<file path="src/rtl/usb_irq_agg.sv">
module usb_irq_agg #(
  parameter int NUM_EP = 4,
  parameter int DW     = 32
) (
  input  logic              clk,
  input  logic              rst_n,
  input  logic [1:0]        reg_addr,
  input  logic              reg_wr,
  input  logic [DW-1:0]     reg_wdata,
  output logic [DW-1:0]     reg_rdata,
  input  logic [3:0]        ev_ep0,
  input  logic [NUM_EP-1:0] ev_in_done,
  input  logic [NUM_EP-1:0] ev_out_done,
  input  logic [2*NUM_EP:0] ev_err,
  input  logic [NUM_EP-1:0] ev_in_arm,
  input  logic              ev_ack_bad,
  output logic              irq_ep0,
  output logic              irq_func
);
  localparam int FW = 5*NUM_EP + 2;
  localparam logic [3:0] EP0_EN_RST = 4'b0000;

  logic [3:0]    st0, en0;
  logic [FW-1:0] stf, enf;
  logic [FW-1:0] ev_func;

  assign ev_func = {ev_ack_bad, ev_in_arm, ev_err, ev_out_done, ev_in_done};

  wire wr_st0 = reg_wr && reg_addr == 2'd0;
  wire wr_en0 = reg_wr && reg_addr == 2'd1;
  wire wr_stf = reg_wr && reg_addr == 2'd2;
  wire wr_enf = reg_wr && reg_addr == 2'd3;

  wire [3:0]    clr0 = wr_st0 ? reg_wdata[3:0] : 4'b0;
  wire [FW-1:0] clrf = wr_stf ? reg_wdata[FW-1:0] : '0;

  always_ff @(posedge clk) begin
    if (!rst_n) begin
      st0 <= '0;
      en0 <= EP0_EN_RST;
      stf <= '0;
      enf <= '0;
    end else begin
      st0 <= (st0 & ~clr0) | ev_ep0;
      stf <= (stf & ~clrf) | ev_func;
      if (wr_en0) en0 <= reg_wdata[3:0];
      if (wr_enf) enf <= reg_wdata[FW-1:0];
    end
  end

  always_comb begin
    case (reg_addr)
      2'd0:    reg_rdata = DW'(st0);
      2'd1:    reg_rdata = DW'(en0);
      2'd2:    reg_rdata = DW'(stf);
      default: reg_rdata = DW'(enf);
    endcase
  end

  assign irq_ep0  = |(st0 & en0);
  assign irq_func = |(stf & enf);
endmodule

</file>
<file path="config.mk">
export PLATFORM = sky130hd
export DESIGN_NAME = usb_irq_agg
export DESIGN_NICKNAME = d
export VERILOG_FILES = /design/src/rtl/usb_irq_agg.sv
export SDC_FILE = /design/constraint.sdc
export NUM_CORES = 1
export LEC_CHECK = 0
export BUFFER_PORTS_ARGS = -buffer_cell sky130_fd_sc_hd__buf_2
export CORE_UTILIZATION = 38
export CTS_CLUSTER_DIAMETER = 30
export DETAILED_ROUTE_END_ITERATION = 8
export PLACE_DENSITY = 0.67
export SLEW_MARGIN = 0
export SYNTH_ARGS = -nofsm -noshare
export SYNTH_HDL_FRONTEND = slang
export SYNTH_SLANG_ARGS = --single-unit
</file>
<file path="constraint.sdc">
create_clock -name clk -period 2.35 [get_ports clk]
set_input_delay 0.235 -clock clk [delete_from_list [all_inputs] [get_ports clk]]
set_output_delay 0.235 -clock clk [all_outputs]
set_load 0.05 [all_outputs]
</file>
==> impl_metrics.toml <==
[placed_design]
place_hpwl_um = 4120
placement.cell_area_um2 = 2930
buffer_ports.inserted = 76
gp_congestion = 0.737

[pwr]
p_per_area_nw_per_um2 = 614
power.switching_fraction = 0.298
seqPwrFrac = 0.521
max-vdd-ir-drop_mv = 0.250
cellInternalPower_mw = 1.30
clock_power_share = 0.281
comb_power_share = 0.198
power_switching_mw = 0.551
static-leakage-power_nw = 1.30

[global_routing]
met3_usage = 0.0354
via_count_of_the_first_global_routing_pass = 2079
grt_util_met2 = 0.294
most_used_routing_layer_in_global_routing = "met2"
largest_net_degree_at_the_start_of_global_routing = 53
grt_antenna_before_repair = 0
grt_use_total = 0.171
grt_overflow = 0
met1_usage = 0.216
grt_pass1_wl_um = 9710

[sta]
final_number_of_setup_violating_endpoints = 0
timing.final.max_slew_violations = 0
report.final.hold_viol_count = 0
skew_ns = 0
max_clock_freq_mhz = 508
layout_min_cycle_time_ns = 1.97
timing.slew.headroom = 0.494
setup-tns-final_ns = 0
grt_setup_unrepaired = "no"
timing.final.crit_share = 0.838
max_slew.worst_pin.slew_ns = 0.758

[detailed_routing]
dr.first_iter.drc_count = 121
route.detailed.vias_per_inst = 4.92
wl_per_cell_um = 13.6
routed_wirelength_um = 5990
drc = 10
num_vias = 2158
drt-pass1-iter-count = 6
remaining_antenna_violation_count_after_routing = 0

[floorplan]
placeableCoreArea_um2 = 6420
die_area_um2 = 7090
rows = 29
die_h_um = 84.2
floorplan.die.width_um = 84.2
io-pin-count = 97
initial_utilization = 0.400

[synth]
netlist-cell-type-count = 23
syn_avg_cell_area_um2 = 8.76
synth.cell_area_um2 = 2570
synth.largest_area_cell = "sky130_fd_sc_hd__dfxtp_1"
yosys_register_bits = 52
synth_cells = 293
synth_sequential_area_ratio = 0.406
synthDominantCellAreaShare = 0.406
main_area_contributors_after_synthesis = "sky130_fd_sc_hd__dfxtp_1 (41%), sky130_fd_sc_hd__nor2b_1 (12%), sky130_fd_sc_hd__nand2_1 (10%), sky130_fd_sc_hd__mux2i_1 (8.6%), sky130_fd_sc_hd__a21boi_0 (5.9%)"
yosysWarningCount = 0

[clock_network]
latest_clock_arrival_within_the_worst_skew_pair_ns = 0.30
ctsHoldBuffers = 0
cts.reportedPaths.clkPinSlew_ns = 0.09
htree_num_levels = 2
post_cts_resize_count = 0
clk_path_buf_depth = 2
clock_tree.root_cell = "sky130_fd_sc_hd__clkbuf_8"
clock_tree_from_tritoncts = "done"
tritoncts_num_sinks = 52
post_cts_buffers = 0
numCtsBuffers = 5

[worst_setup_path]
cp.arrival_ns = 1.73
critPathKind = "flop to output port"
critical_path.max_fanout = 3
cp_data_required_time_ns = 2.12
worst_setup_path_start_kind = "flop"
end_kind = "output port"

[layout]
insertedDiodeCount = 0
register_area_um2 = 1040
fill_cells = 645
finalInstanceArea_um2 = 3020
final_cell_mix = "sky130_fd_sc_hd__buf_2 (76), sky130_fd_sc_hd__nand2_1 (71), sky130_fd_sc_hd__dfxtp_1 (52), sky130_fd_sc_hd__nor2b_1 (48), sky130_fd_sc_hd__a21oi_1 (26)"
area.growth.synth_to_final_pct = 17.6
multiInputGateArea_um2 = 1370
final_layout_size_suffix_gt1_frac = 0.251
final_net_count = 424
layout.cells.most_common = "sky130_fd_sc_hd__buf_2"

[run_status]
status = "finished, violations left"
failed_checks = "design-rule violations"

[worst_hold_path]
hold_class = "input pin to flop"

[job]
max_cap_viol_count = 0
[flip-flops by register name (all words and copies together), names as in the netlist]
name and count:
enf 22, stf 22, en0 4, st0 4
[power by group through the flow]
| stage | registers, mW | clock network, mW | logic [mW] |
|---|---|---|---|
| after global placement | 0.984 | 0 | 0.367 |
| after global routing | 0.970 | 0.566 | 0.396 |
| after floorplan | 0.974 | 0 | 0.286 |
| final | 0.965 | 0.520 | 0.366 |
| after CTS | 0.965 | 0.539 | 0.371 |
| after detailed placement | 0.985 | 0 | 0.370 |
[stage by stage]
step | util | hold WS [ns] | instances | worst slack (ns) | power, mW
4_1_cts | 0.470 | 0.148 | 439 | 0.306 | 1.87
5_1_grt | 0.470 | 0.149 | 439 | 0.264 | 1.93
2_1_floorplan | - | 0.370 | 302 | 0.654 | 1.26
3_5_place_dp | 0.456 | 0.459 | 431 | 0.575 | 1.36
6_report | 0.470 | 0.156 | 439 | 0.380 | 1.85
3_3_place_gp | 0.456 | 0.457 | 431 | 0.627 | 1.35
[cell usage after synthesis]
cell / instances
sky130_fd_sc_hd__nor2b_1: 48
sky130_fd_sc_hd__a21oi_1: 26
sky130_fd_sc_hd__nand3_1: 1
sky130_fd_sc_hd__a21boi_0: 20
sky130_fd_sc_hd__nand2_1: 71
sky130_fd_sc_hd__and3b_2: 1
sky130_fd_sc_hd__conb_1: 1
sky130_fd_sc_hd__buf_2: 4
sky130_fd_sc_hd__buf_6: 4
sky130_fd_sc_hd__a221oi_1: 4
sky130_fd_sc_hd__buf_4: 13
sky130_fd_sc_hd__a22o_1: 4
sky130_fd_sc_hd__dfxtp_1: 52
sky130_fd_sc_hd__mux2i_1: 22
sky130_fd_sc_hd__nor3b_2: 1
sky130_fd_sc_hd__and4_1: 1
sky130_fd_sc_hd__nand4_1: 1
sky130_fd_sc_hd__and3_1: 1
sky130_fd_sc_hd__nand3b_1: 1
sky130_fd_sc_hd__clkbuf_1: 6
sky130_fd_sc_hd__mux4_2: 4
sky130_fd_sc_hd__a22oi_1: 5
sky130_fd_sc_hd__a21boi_1: 2
[metal layers]
layer  wire, µm  vias to the layer above
li1           -                     1107
met1       2760                      989
met2       2850                       56
met3        297                        6
met4         76                        0
met5          0                        -
[layout make-up]
type,count,area share
Clock buffer,8,0.0299
Multi-Input combinational cell,223,0.455
Timing Repair Buffer,79,0.138
Tap cell,77,0.0319
Sequential cell,52,0.345
[final timing paths]
path,slack [ns],depth (start not counted),endpoint,from
hold / removal,0.16,3,stf[1],ev_in_done[1]
hold reg to reg,0.47,2,enf[1],enf[1]
setup reg to reg,1.68,2,enf[17],enf[17]
setup / recovery,0.38,5,irq_func,stf[15]
[cells by family after synthesis]
kind of cell,count (synthesis),synth area share
AOI/OAI and AO/OA,61,0.157
buffers and inverters,27,0.0722
DFF,52,0.406
muxes,26,0.121
other,1,0.00146
and+or+nand+nor,126,0.243
[worst max-delay path, cell delays in order (launching register included)]
cell and delay (ns):
sky130_fd_sc_hd__dfxtp_1 0.34, sky130_fd_sc_hd__a22o_1 0.25, sky130_fd_sc_hd__a221oi_1 0.25, sky130_fd_sc_hd__and4_1 0.27, sky130_fd_sc_hd__nand4_1 0.10, sky130_fd_sc_hd__buf_2 0.23
Power figures use the tool's default switching activity.
